[src/rtl/snc_pkg.sv]
package snc_pkg;
  typedef enum logic [1:0] {
    LS_INV = 2'd0,
    LS_SHR = 2'd1,
    LS_EXC = 2'd2
  } line_st_t;

  localparam logic [1:0] BC_NONE   = 2'd0;
  localparam logic [1:0] BC_RDMISS = 2'd1;
  localparam logic [1:0] BC_WRMISS = 2'd2;
  localparam logic [1:0] BC_WBACK  = 2'd3;
endpackage

[src/rtl/snc_line_array.sv]
module snc_line_array
  import snc_pkg::*;
#(
  parameter int IDX_W  = 3,
  parameter int TAG_W  = 9,
  parameter int DATA_W = 32
) (
  input  logic              clk,
  input  logic              rst,
  // processor-side port: read plus full-line write
  input  logic [IDX_W-1:0]  a_idx,
  output logic [TAG_W-1:0]  a_tag,
  output line_st_t          a_st,
  output logic [DATA_W-1:0] a_data,
  input  logic              a_we,
  input  logic [TAG_W-1:0]  a_wtag,
  input  line_st_t          a_wst,
  input  logic [DATA_W-1:0] a_wdata,
  // snoop-side port: read plus state-only write
  input  logic [IDX_W-1:0]  b_idx,
  output logic [TAG_W-1:0]  b_tag,
  output line_st_t          b_st,
  output logic [DATA_W-1:0] b_data,
  input  logic              b_we,
  input  line_st_t          b_wst
);
  localparam int LINES = 1 << IDX_W;

  logic [TAG_W-1:0]  tag_q [LINES];
  logic [DATA_W-1:0] dat_q [LINES];
  line_st_t          st_q  [LINES];

  // tag and data carry no reset so they can map onto RAM
  always_ff @(posedge clk) begin
    if (a_we) begin
      tag_q[a_idx] <= a_wtag;
      dat_q[a_idx] <= a_wdata;
    end
  end

  // the processor port wins; the bus protocol keeps both ports apart
  always_ff @(posedge clk) begin
    if (rst) begin
      for (int i = 0; i < LINES; i++) st_q[i] <= LS_INV;
    end else begin
      if (b_we) st_q[b_idx] <= b_wst;
      if (a_we) st_q[a_idx] <= a_wst;
    end
  end

  assign a_tag  = tag_q[a_idx];
  assign a_st   = st_q[a_idx];
  assign a_data = dat_q[a_idx];
  assign b_tag  = tag_q[b_idx];
  assign b_st   = st_q[b_idx];
  assign b_data = dat_q[b_idx];
endmodule

[src/rtl/snc_snoop_unit.sv]
module snc_snoop_unit
  import snc_pkg::*;
#(
  parameter int TAG_W  = 9,
  parameter int DATA_W = 32
) (
  input  logic              clk,
  input  logic              rst,
  input  logic              snp_valid,
  input  logic [1:0]        snp_cmd,
  input  logic [TAG_W-1:0]  snp_tag,
  input  logic [TAG_W-1:0]  line_tag,
  input  line_st_t          line_st,
  input  logic [DATA_W-1:0] line_data,
  output logic              st_we,
  output line_st_t          st_new,
  output logic              supply,
  output logic [DATA_W-1:0] supply_data
);
  logic hit, is_rd, is_wr, dirty;

  always_comb begin
    is_rd  = snp_cmd == BC_RDMISS;
    is_wr  = snp_cmd == BC_WRMISS;
    hit    = snp_valid && (line_st != LS_INV) && (line_tag == snp_tag);
    dirty  = hit && (line_st == LS_EXC);
    st_we  = (hit && is_wr) || (dirty && is_rd);
    st_new = is_wr ? LS_INV : LS_SHR;
  end

  always_ff @(posedge clk) begin
    if (rst) begin
      supply      <= 1'b0;
      supply_data <= '0;
    end else begin
      supply      <= dirty && (is_rd || is_wr);
      supply_data <= line_data;
    end
  end
endmodule

[src/rtl/snc_miss_fsm.sv]
module snc_miss_fsm
  import snc_pkg::*;
#(
  parameter int ADDR_W = 12,
  parameter int DATA_W = 32,
  parameter int IDX_W  = 3
) (
  input  logic                    clk,
  input  logic                    rst,
  input  logic                    cpu_req,
  input  logic                    cpu_we,
  input  logic [ADDR_W-1:0]       cpu_addr,
  input  logic [DATA_W-1:0]       cpu_wdata,
  output logic                    cpu_busy,
  output logic                    cpu_done,
  output logic [DATA_W-1:0]       cpu_rdata,
  input  logic                    snp_valid,
  output logic [IDX_W-1:0]        line_idx,
  input  logic [ADDR_W-IDX_W-1:0] line_tag,
  input  line_st_t                line_st,
  input  logic [DATA_W-1:0]       line_data,
  output logic                    arr_we,
  output logic [ADDR_W-IDX_W-1:0] arr_wtag,
  output line_st_t                arr_wst,
  output logic [DATA_W-1:0]       arr_wdata,
  output logic                    bus_req,
  input  logic                    bus_gnt,
  output logic [1:0]              bus_cmd,
  output logic [ADDR_W-1:0]       bus_addr,
  output logic [DATA_W-1:0]       bus_wdata,
  input  logic                    bus_ack,
  input  logic [DATA_W-1:0]       bus_rdata
);
  localparam int TAG_W = ADDR_W - IDX_W;

  typedef enum logic [1:0] {F_IDLE, F_GNT, F_WB, F_MISS} fsm_t;
  fsm_t fs;

  logic [ADDR_W-1:0] rq_addr;
  logic [DATA_W-1:0] rq_wdata;
  logic              rq_we;
  logic [ADDR_W-1:0] sel_addr;
  logic [DATA_W-1:0] sel_wdata;
  logic              sel_we, own_hit, local_ok;
  logic [1:0]        miss_cmd;

  always_comb begin
    sel_addr  = (fs == F_IDLE) ? cpu_addr  : rq_addr;
    sel_we    = (fs == F_IDLE) ? cpu_we    : rq_we;
    sel_wdata = (fs == F_IDLE) ? cpu_wdata : rq_wdata;
    line_idx  = sel_addr[IDX_W-1:0];
    own_hit   = (line_st != LS_INV) && (line_tag == sel_addr[ADDR_W-1:IDX_W]);
    local_ok  = own_hit && (!sel_we || line_st == LS_EXC);
    miss_cmd  = rq_we ? BC_WRMISS : BC_RDMISS;
  end

  always_comb begin
    arr_we    = 1'b0;
    arr_wtag  = line_tag;
    arr_wst   = line_st;
    arr_wdata = line_data;
    case (fs)
      F_IDLE: if (cpu_req && !snp_valid && local_ok && cpu_we) begin
        arr_we    = 1'b1;
        arr_wdata = cpu_wdata;
      end
      F_GNT: if (bus_gnt && local_ok && rq_we) begin
        arr_we    = 1'b1;
        arr_wdata = rq_wdata;
      end
      F_WB: if (bus_ack) begin
        arr_we  = 1'b1;
        arr_wst = LS_INV;
      end
      F_MISS: if (bus_ack) begin
        arr_we    = 1'b1;
        arr_wtag  = rq_addr[ADDR_W-1:IDX_W];
        arr_wst   = rq_we ? LS_EXC : LS_SHR;
        arr_wdata = rq_we ? rq_wdata : bus_rdata;
      end
      default: ;
    endcase
  end

  always_ff @(posedge clk) begin
    if (rst) begin
      fs        <= F_IDLE;
      cpu_busy  <= 1'b0;
      cpu_done  <= 1'b0;
      cpu_rdata <= '0;
      bus_req   <= 1'b0;
      bus_cmd   <= BC_NONE;
      bus_addr  <= '0;
      bus_wdata <= '0;
      rq_addr   <= '0;
      rq_wdata  <= '0;
      rq_we     <= 1'b0;
    end else begin
      cpu_done <= 1'b0;
      case (fs)
        F_IDLE: if (cpu_req) begin
          rq_addr  <= cpu_addr;
          rq_wdata <= cpu_wdata;
          rq_we    <= cpu_we;
          if (!snp_valid && local_ok) begin
            cpu_done  <= 1'b1;
            cpu_rdata <= cpu_we ? cpu_wdata : line_data;
          end else begin
            cpu_busy <= 1'b1;
            bus_req  <= 1'b1;
            fs       <= F_GNT;
          end
        end
        F_GNT: if (bus_gnt) begin
          if (local_ok) begin
            cpu_done  <= 1'b1;
            cpu_rdata <= sel_we ? sel_wdata : line_data;
            cpu_busy  <= 1'b0;
            bus_req   <= 1'b0;
            fs        <= F_IDLE;
          end else if (line_st == LS_EXC) begin
            bus_cmd   <= BC_WBACK;
            bus_addr  <= {line_tag, line_idx};
            bus_wdata <= line_data;
            fs        <= F_WB;
          end else begin
            bus_cmd   <= miss_cmd;
            bus_addr  <= rq_addr;
            bus_wdata <= rq_wdata;
            fs        <= F_MISS;
          end
        end
        F_WB: if (bus_ack) begin
          bus_cmd   <= miss_cmd;
          bus_addr  <= rq_addr;
          bus_wdata <= rq_wdata;
          fs        <= F_MISS;
        end
        F_MISS: if (bus_ack) begin
          bus_cmd   <= BC_NONE;
          bus_req   <= 1'b0;
          cpu_busy  <= 1'b0;
          cpu_done  <= 1'b1;
          cpu_rdata <= rq_we ? rq_wdata : bus_rdata;
          fs        <= F_IDLE;
        end
        default: fs <= F_IDLE;
      endcase
    end
  end

  logic [TAG_W-1:0] unused_tag_w;
  assign unused_tag_w = '0;
endmodule

[src/rtl/snoop_coh_ctrl.sv]
module snoop_coh_ctrl
  import snc_pkg::*;
#(
  parameter int ADDR_W = 12,
  parameter int DATA_W = 32,
  parameter int IDX_W  = 3
) (
  input  logic              clk,
  input  logic              rst,
  input  logic              cpu_req,
  input  logic              cpu_we,
  input  logic [ADDR_W-1:0] cpu_addr,
  input  logic [DATA_W-1:0] cpu_wdata,
  output logic              cpu_busy,
  output logic              cpu_done,
  output logic [DATA_W-1:0] cpu_rdata,
  output logic              bus_req,
  input  logic              bus_gnt,
  output logic [1:0]        bus_cmd,
  output logic [ADDR_W-1:0] bus_addr,
  output logic [DATA_W-1:0] bus_wdata,
  input  logic              bus_ack,
  input  logic [DATA_W-1:0] bus_rdata,
  input  logic              snp_valid,
  input  logic [1:0]        snp_cmd,
  input  logic [ADDR_W-1:0] snp_addr,
  output logic              snp_supply,
  output logic [DATA_W-1:0] snp_data
);
  localparam int TAG_W = ADDR_W - IDX_W;

  logic [IDX_W-1:0]  a_idx;
  logic [TAG_W-1:0]  a_tag, a_wtag, b_tag;
  line_st_t          a_st, a_wst, b_st, b_wst;
  logic [DATA_W-1:0] a_data, a_wdata, b_data;
  logic              a_we, b_we;

  snc_line_array #(.IDX_W(IDX_W), .TAG_W(TAG_W), .DATA_W(DATA_W)) u_array (
    .clk(clk), .rst(rst),
    .a_idx(a_idx), .a_tag(a_tag), .a_st(a_st), .a_data(a_data),
    .a_we(a_we), .a_wtag(a_wtag), .a_wst(a_wst), .a_wdata(a_wdata),
    .b_idx(snp_addr[IDX_W-1:0]), .b_tag(b_tag), .b_st(b_st), .b_data(b_data),
    .b_we(b_we), .b_wst(b_wst)
  );

  snc_miss_fsm #(.ADDR_W(ADDR_W), .DATA_W(DATA_W), .IDX_W(IDX_W)) u_fsm (
    .clk(clk), .rst(rst),
    .cpu_req(cpu_req), .cpu_we(cpu_we), .cpu_addr(cpu_addr), .cpu_wdata(cpu_wdata),
    .cpu_busy(cpu_busy), .cpu_done(cpu_done), .cpu_rdata(cpu_rdata),
    .snp_valid(snp_valid),
    .line_idx(a_idx), .line_tag(a_tag), .line_st(a_st), .line_data(a_data),
    .arr_we(a_we), .arr_wtag(a_wtag), .arr_wst(a_wst), .arr_wdata(a_wdata),
    .bus_req(bus_req), .bus_gnt(bus_gnt), .bus_cmd(bus_cmd), .bus_addr(bus_addr),
    .bus_wdata(bus_wdata), .bus_ack(bus_ack), .bus_rdata(bus_rdata)
  );

  snc_snoop_unit #(.TAG_W(TAG_W), .DATA_W(DATA_W)) u_snoop (
    .clk(clk), .rst(rst),
    .snp_valid(snp_valid), .snp_cmd(snp_cmd), .snp_tag(snp_addr[ADDR_W-1:IDX_W]),
    .line_tag(b_tag), .line_st(b_st), .line_data(b_data),
    .st_we(b_we), .st_new(b_wst),
    .supply(snp_supply), .supply_data(snp_data)
  );
endmodule

[config.mk]
export PLATFORM = sky130hd
export DESIGN_NAME = snoop_coh_ctrl
export DESIGN_NICKNAME = d
export VERILOG_FILES = /design/src/rtl/snc_pkg.sv /design/src/rtl/snc_line_array.sv /design/src/rtl/snc_snoop_unit.sv /design/src/rtl/snc_miss_fsm.sv /design/src/rtl/snoop_coh_ctrl.sv
export SDC_FILE = /design/constraint.sdc
export NUM_CORES = 1
export LEC_CHECK = 0
export BUFFER_PORTS_ARGS = -buffer_cell sky130_fd_sc_hd__buf_4
export CAP_MARGIN = 25
export CORE_AREA = 2 2 290 292
export CTS_BUF_LIST = sky130_fd_sc_hd__clkbuf_4 sky130_fd_sc_hd__clkbuf_8 sky130_fd_sc_hd__clkbuf_16
export DETAILED_ROUTE_END_ITERATION = 8
export DIE_AREA = 0 0 292 294
export PLACE_DENSITY_LB_ADDON = 0.08
export SETUP_SLACK_MARGIN = 0.4
export SLEW_MARGIN = 30
export SYNTH_ARGS = -nofsm -noshare
export SYNTH_HDL_FRONTEND = slang
export SYNTH_SLANG_ARGS = --single-unit
[constraint.sdc]
create_clock -name clk -period 9.3 [get_ports clk]
set_clock_uncertainty 0.1 [all_clocks]
set_input_delay 0.465 -clock clk [delete_from_list [all_inputs] [get_ports clk]]
set_output_delay 0.465 -clock clk [all_outputs]
set_load 0.02 [all_outputs]
Word level (Yosys, flattened, before mapping) --
Memory sizes are Yosys's and may differ from the RTL's. A register that Yosys moved wholly into a read port is not among the register bits. Index checks and enable logic that the tools add are counted.
Operators by class: eq/ne operators 17, multiplexer cells 75, reductions and logical operators 34
Operator list (count):
- $mux 32 | 15
- $pmux 32 s3 | 2
- $pmux 32 s2 | 1
- $mux 12 | 5
- $mux 2 | 15
- $mux 1 | 26
- $pmux 12 s2 | 1
- $eq 9x9->1 | 2
- $mux 9 | 2
- $logic_and 1x1->1 | 14
- $ne 2x2->1 const B | 7
- $reduce_and 6->1 | 2
- $eq 2x2->1 const B | 5
- $reduce_and 5->1 | 2
- $pmux 1 s3 | 3
- $pmux 2 s4 | 1
- $mux 3 | 2
- $pmux 2 s3 | 1
- $reduce_bool 2->1 | 3
- $reduce_bool 3->1 | 2
- $reduce_or 2->1 | 3
- $eq 2x1->1 const B | 2
- $pmux 2 s2 | 1
- $reduce_and 4->1 | 1
- other kinds (5) | 8
Storage, ports and cells: bits in registers 128, bits in writable memories 344, bits of input ports 97, output and inout port bits 114, memories kept 3
Memories:
- u_array.dat_q | depth 8, bits a word 32, read ports 2, clocked after memory_dff 1, wr ports 1, RTL line snc_line_array.sv:30 | logic [DATA_W-1:0] dat_q [LINES];
- u_array.tag_q | depth 8, bits a word 9, read ports 2, clocked after memory_dff 0, wr ports 1, RTL line snc_line_array.sv:29 | logic [TAG_W-1:0] tag_q [LINES];
- u_array.st_q | depth 8, bits a word 2, read ports 2, clocked after memory_dff 0, wr ports 8, RTL line snc_line_array.sv:31 | line_st_t st_q [LINES];

Logic depth before layout (Yosys ltp) --
Gate-level depths: netlist of run 1. An unclocked memory read counts as a cell.
depth after elaboration 15, gate-level depth with buffers 16

Hierarchy --
From an unflattened synthesis of run 1, not the netlist that was laid out.
Second synthesis, totals: cells, all modules 1970, area, all modules 25818.5 sq um
Modules (own cells, without submodules):
- snc_line_array | instances 1, cells an instance 746, area each 16111.7 sq um, seq. area each 10329.9 sq um
- snc_miss_fsm | instances 1, cells an instance 1130, area each 8630.8 sq um, seq. area each 2542.4 sq um
- snc_snoop_unit | instances 1, cells an instance 94, area each 1076.0 sq um, seq. area each 660.6 sq um

Least setup slack after synthesis of run 1 --
No wires, ideal clock.
path type input port to flip-flop, start in cpu_addr[2], end mem u_array.st_q[2][0] (netlist name), enable pin, arrival 6.275 ns, required time 8.894 ns, setup slack 2.619 ns, cell stages on the path 11, path buffers 2, path through clkbuf_1 > or4b_2 > o21ai_1 > clkbuf_1 > o21ai_1 > o2111a_1 > xnor2_1 > nor3_1 > a41oi_2 > nor3_1 > a211o_1
RTL lines:
- from (decl) | RTL line snoop_coh_ctrl.sv:12 | input logic [ADDR_W-1:0] cpu_addr,
- to (decl) | RTL line snc_line_array.sv:31

==> results.json, run 1 <==
{
  "power.leakage_uw": 0.01069,
  "synth_cell_types": 85,
  "crit_fanout": 38,
  "timing.final.crit_share": 0.7299,
  "yosys_register_bits": 504,
  "layout_common_cells": "edfxtp_1 (344), nand2_1 (308), buf_4 (279)",
  "cts_sinks": 504,
  "cts_tree": "built",
  "io_buffer_count": 210,
  "wl_per_cell_um": 29.47,
  "dp_hpwl_mm": 68.17,
  "timing.setup.tns_ps": 0,
  "p_per_area_nw_per_um2": 227.6,
  "tightest_slew_ps": 1033,
  "yosysSeqAreaShare": 0.5482,
  "drt_iter0_markers": 2572,
  "arrival_ps": 7020,
  "p_clk_frac": 0.361,
  "hold_buffers": 43,
  "vias": 21320,
  "path_clk_slew_ps": 70,
  "dieArea_um2": 85850,
  "cp.required_ps": 9530,
  "grt_pass1_vias": 20380,
  "drt_wl_total_mm": 107.4,
  "seq_power_share": 0.392,
  "rsz0062_at_grt": "false",
  "h-tree-depth": 2,
  "placed_area_um2": 27490,
  "cts_resized": 0,
  "hold_path_class": "input port to register",
  "firstDrtPassIters": 6,
  "p_total_uw": 6844,
  "syn_to_final_growth_pct": 21.82,
  "final_common_cell": "edfxtp_1",
  "netlist_area_um2": 24690,
  "drc": 0,
  "seq_area_um2": 13540,
  "globalRouteOverflowTotal": 0,
  "fin_crit_ps": 6788,
  "yosysWarnings": 0,
  "syn_nets": 2426,
  "timing.fmax_mhz": 147.3,
  "relSlewSlack": 0.3114,
  "synth.avg_cell_area_um2": 10.61,
  "multi_input_area_um2": 10440,
  "hold_path_startpoint": "cpu_addr[2]",
  "setup_violations": 0,
  "switching_share": 0.3281,
  "synth_ff_type": "edfxtp_1",
  "cp-start-kind": "register",
  "postSynth.asyncResetShare": 0,
  "clock_path_buffers": 3,
  "start_util": 0.2978,
  "grt_pass1_wl_mm": 152.9,
  "syn_inst": 2327,
  "track_usage": 0.2431,
  "antenna_found_initial": 6,
  "root_buffer": "clkbuf_16",
  "slew_violations": 0,
  "end_kind": "register",
  "hold_violations": 0,
  "cts_buffers": 59,
  "clkLatencyLatePin_ps": 650,
  "nFillCells": 8157,
  "net-switching-power_uw": 2246,
  "intPower_uw": 4598,
  "maxCapViolCount": 0,
  "layout.nets": 2611,
  "path_class": "register to register",
  "die_width_um": 292,
  "status": "completed",
  "core_area_um2": 82890,
  "pwr-share-comb": 0.247,
  "row_count": 106,
  "grt_max_degree": 83,
  "ir_drop_v": 0.0001327,
  "via_per_inst": 5.847,
  "ios": 211,
  "synth_edf_count": 344,
  "gp_congestion": 0.8505,
  "drive_gt1_frac": 0.1842,
  "final_cell_area_um2": 30080,
  "ant_nets": 0,
  "post_cts_buffers": 0,
  "die_y_um": 294
}
==> metal layers <==
| metal | up-vias | track usage | part of all wire |
|---|---|---|---|
| met1 | 10680 | 0.3441 | 0.45 |
| met5 | - | 0 | 0.000065 |
| met2 | 1101 | 0.3793 | 0.45 |
| met3 | 177 | 0.04199 | 0.081 |
| met4 | 2 | 0.07204 | 0.027 |
| li1 | 9364 | - | - |
==> power groups by stage <==
stage | sequential [uW] | combinational (uW) | clock (uW)
global route | 2690 | 1800 | 2610
global placement | 2730 | 1610 | 0
finish | 2680 | 1690 | 2470
CTS | 2680 | 1650 | 2520
detailed placement | 2730 | 1630 | 0
floorplan | 2740 | 903 | 0
==> final cells by class <==
type	count	area share
Multi-Input combinational cell	1599	0.3470
Timing Repair Buffer	330	0.08612
Inverter	18	0.002247
Tap cell	1080	0.04493
Clock inverter	29	0.01136
Antenna cell	3	0.0002496
Clock buffer	83	0.05791
Sequential cell	504	0.4502
==> metrics by stage <==
step           setup WS [ps]  hold WS, ps  cells  utilization
4_1_cts                 2499        1.537   3636       0.3619
6_report                2512        49.59   3646       0.3628
3_3_place_gp            2736        340.6   3479       0.3311
2_1_floorplan           2619        344.3   2327            -
5_1_grt                 2137        44.54   3643       0.3627
3_5_place_dp            2506        348.1   3481       0.3316
==> Yosys cell counts (all sizes together) (5+ instances only) <==
cell type	number	area, um^2
xor2	10	87.58
nor2	141	534.3
a21boi	11	82.58
buf	57	274.0
a211oi	52	390.4
o22ai	15	93.84
dfxtp	160	3203
o21ai	109	545.5
a211o	8	70.07
a22o	54	473.0
nor4	6	37.54
a222oi	7	70.07
o21a	5	37.54
a21oi	152	760.7
xnor2	7	61.31
o311ai	14	122.6
nand3	26	135.1
and2	7	43.79
mux4	8	180.2
edfxtp	344	10330
o221ai	25	219.0
mux2i	134	1341
nand2b	45	281.5
a31oi	46	315.3
a221oi	62	543.0
a22oi	133	998.5
nor3	27	140.1
nand2	311	1167
nor3b	12	90.09
nand4	9	68.81
clkbuf	149	559.3
or3	6	37.54
inv	17	63.81
mux2	14	157.6
a32oi	5	43.79
o211ai	66	495.5
and3	10	62.56
==> registers in the layout, summed over array words and instances, names as in the netlist, named ones only <==
signal / flops
u_fsm.cpu_busy: 1
u_fsm.bus_wdata: 32
u_fsm.rq_we: 1
u_fsm.bus_addr: 12
u_fsm.fs: 1
u_snoop.supply: 1
u_fsm.rq_wdata: 32
u_fsm.bus_cmd: 2
u_array.st_q: 16
u_fsm.rq_addr: 12
u_fsm.cpu_rdata: 32
u_snoop.supply_data: 32
u_array.dat_q: 256
u_fsm.cpu_done: 1
u_array.tag_q: 72
==> worst max-delay path: stages (launching register included) <==
cell and delay (ps):
dfxtp_2 540, nor2_4 820, o31a_1 780, o221ai_1 220, a222oi_1 900, xnor2_1 220, a2111oi_4 520, nand4_2 800
buf_4 460, mux2i_1 120, mux2_2 300, o21ai_0 610
==> kinds of logic after synthesis <==
kind of cell,Yosys count,share of synthesized area
simple gates,622,0.1123
xor+xnor,17,0.006031
buf+inv,224,0.03649
flops,504,0.5482
mux,156,0.06801
compound gates,802,0.2280
fa+ha+maj,2,0.001013
==> final timing paths <==
kind / slack (ps) / depth (start not counted) / end
worst max-delay path: 2510 / 11 / u_array.dat_q[2][11]
worst min-delay path: 50 / 3 / u_fsm.rq_addr[2]
worst max register to register: 2510 / 11 / u_array.dat_q[2][11]
worst min register to register: 350 / 2 / u_fsm.bus_wdata[8]
Power figures use the tool's default switching activity.
==> run 2: changes to the inputs <==
==> constraint.sdc (replaced) <==
create_clock -name clk -period 5.8 [get_ports clk]
set_clock_uncertainty 0.1 [all_clocks]
set_input_delay 0.29 -clock clk [delete_from_list [all_inputs] [get_ports clk]]
set_output_delay 0.29 -clock clk [all_outputs]
set_load 0.02 [all_outputs]
==> results.json, run 2 (synthesis results as in run 1) <==
{
  "status": "completed",
  "ir_drop_v": 0.0002370,
  "drive_gt1_frac": 0.1927,
  "drt_iter0_markers": 2509,
  "via_per_inst": 5.840,
  "hold_violations": 0,
  "track_usage": 0.2436,
  "final_cell_area_um2": 30600,
  "layout_common_cells": "edfxtp_1 (344), buf_4 (315), nand2_1 (308)",
  "clock_path_buffers": 3,
  "hold_buffers": 64,
  "syn_to_final_growth_pct": 23.96,
  "path_clk_slew_ps": 60,
  "maxCapViolCount": 0,
  "dp_hpwl_mm": 71.22,
  "cts_resized": 0,
  "start_util": 0.2978,
  "p_per_area_nw_per_um2": 360.0,
  "grt_max_degree": 68,
  "drc": 0,
  "reg_top3": "u_array.dat_q (256), u_array.tag_q (72)",
  "dieArea_um2": 85850,
  "firstDrtPassIters": 7,
  "die_width_um": 292,
  "hold_path_class": "input port to register",
  "grt_pass1_wl_mm": 153.1,
  "wl_per_cell_um": 29.19,
  "arrival_ps": 5310,
  "slew_violations": 0,
  "cts_buffers": 59,
  "largest_reg_flops": 256,
  "timing.fmax_mhz": 195.2,
  "relSlewSlack": 0.2457,
  "gp_congestion": 0.8596,
  "drt_wl_total_mm": 108.1,
  "placed_area_um2": 27890,
  "h-tree-depth": 2,
  "rsz0062_at_grt": "false",
  "globalRouteOverflowTotal": 0,
  "final_common_cell": "edfxtp_1",
  "timing.final.crit_share": 0.8832,
  "root_buffer": "clkbuf_16",
  "layout.nets": 2670,
  "tightest_slew_ps": 1131,
  "ant_nets": 0,
  "post-route-util": 0.3692,
  "power.leakage_uw": 0.01104,
  "crit_fanout": 24,
  "vias": 21620,
  "core_area_um2": 82890,
  "cts_tree": "built",
  "cp-start-kind": "input port",
  "row_count": 106,
  "post_cts_buffers": 0,
  "antenna_found_initial": 2,
  "nFillCells": 8142,
  "end_kind": "register",
  "grt_pass1_vias": 20530,
  "ios": 211,
  "cts_sinks": 504,
  "setup_violations": 0,
  "cp.required_ps": 5990,
  "clkLatencyLatePin_ps": 650,
  "path_class": "input port to register",
  "largest-register": "u_array.dat_q",
  "io_buffer_count": 210,
  "fin_crit_ps": 5123,
  "die_y_um": 294,
  "p_total_uw": 11020
}
[run 2: cell count changes in the layout (fill, tap and decap cells not counted), sizes merged]
cell / before / now
clkbuf: 88 / 84
diode: 3 / 1
clkinv: 18 / 19
buf: 282 / 324
clkinvlp: 2 / 1
bufinv: 6 / 5
dlygate4sd3: 43 / 64
[run 2: worst max-delay path, stage by stage]
cell,delay [ps]
dlygate4sd3_1,520
buf_4,250
or3b_1,570
nand2_2,570
nand2_1,130
a32o_1,330
or3b_1,410
a2111oi_4,590
nand3_2,170
buf_4,280
o311ai_1,660
o2bb2ai_1,200
a21oi_1,290
[run 2: cell type report]
| class | instances | area, um^2 | area share |
|---|---|---|---|
| clock inverter | 28 | 302.8 | 0.009894 |
| multi-input combinational | 1599 | 10420 | 0.3405 |
| inverter | 18 | 67.56 | 0.002208 |
| antenna | 1 | 2.502 | 0.00008177 |
| clock buffer | 83 | 1743 | 0.05695 |
| tap | 1080 | 1351 | 0.04416 |
| timing repair buffer | 389 | 3176 | 0.1038 |
| sequential | 504 | 13540 | 0.4424 |
[run 2: power by group]
group	switching (uW)	internal [uW]	leakage, uW
Clock	1590	2320	0.00104
Combinational	1940	879	0.00556
Sequential	95.1	4190	0.00444
Total	3620	7390	0.0110
[run 2: final timing paths]
path / from / end / slack, ps / depth (start not counted)
max: cpu_addr[0] / u_array.dat_q[5][13] / 680 / 13
min: bus_gnt / register / 50 / 3
max reg2reg: register / u_array.dat_q[5][13] / 690 / 11
min reg2reg: u_fsm.bus_wdata[11] / u_fsm.bus_wdata[11] / 350 / 2
[run 2: stage by stage]
step                      setup WS (ps)  setup TNS (ps)  hold slack [ps]  cells
after global routing              430.1               0            48.04   3701
after global placement            698.4               0            348.2   3522
after detailed placement          532.3               0            346.6   3524
after floorplan                  -705.6         -106320            326.0   2327
final                             677.4               0            46.81   3702
after CTS                         641.7               0            11.34   3699
[run 2: per-layer routing]
metal | vias up | GRT usage | wire length, um
met5 | - | 0 | 0
met4 | 0 | 0.06839 | 2755
met3 | 161 | 0.03588 | 8773
met2 | 1162 | 0.3780 | 47910
met1 | 10790 | 0.3518 | 48630
li1 | 9505 | - | -
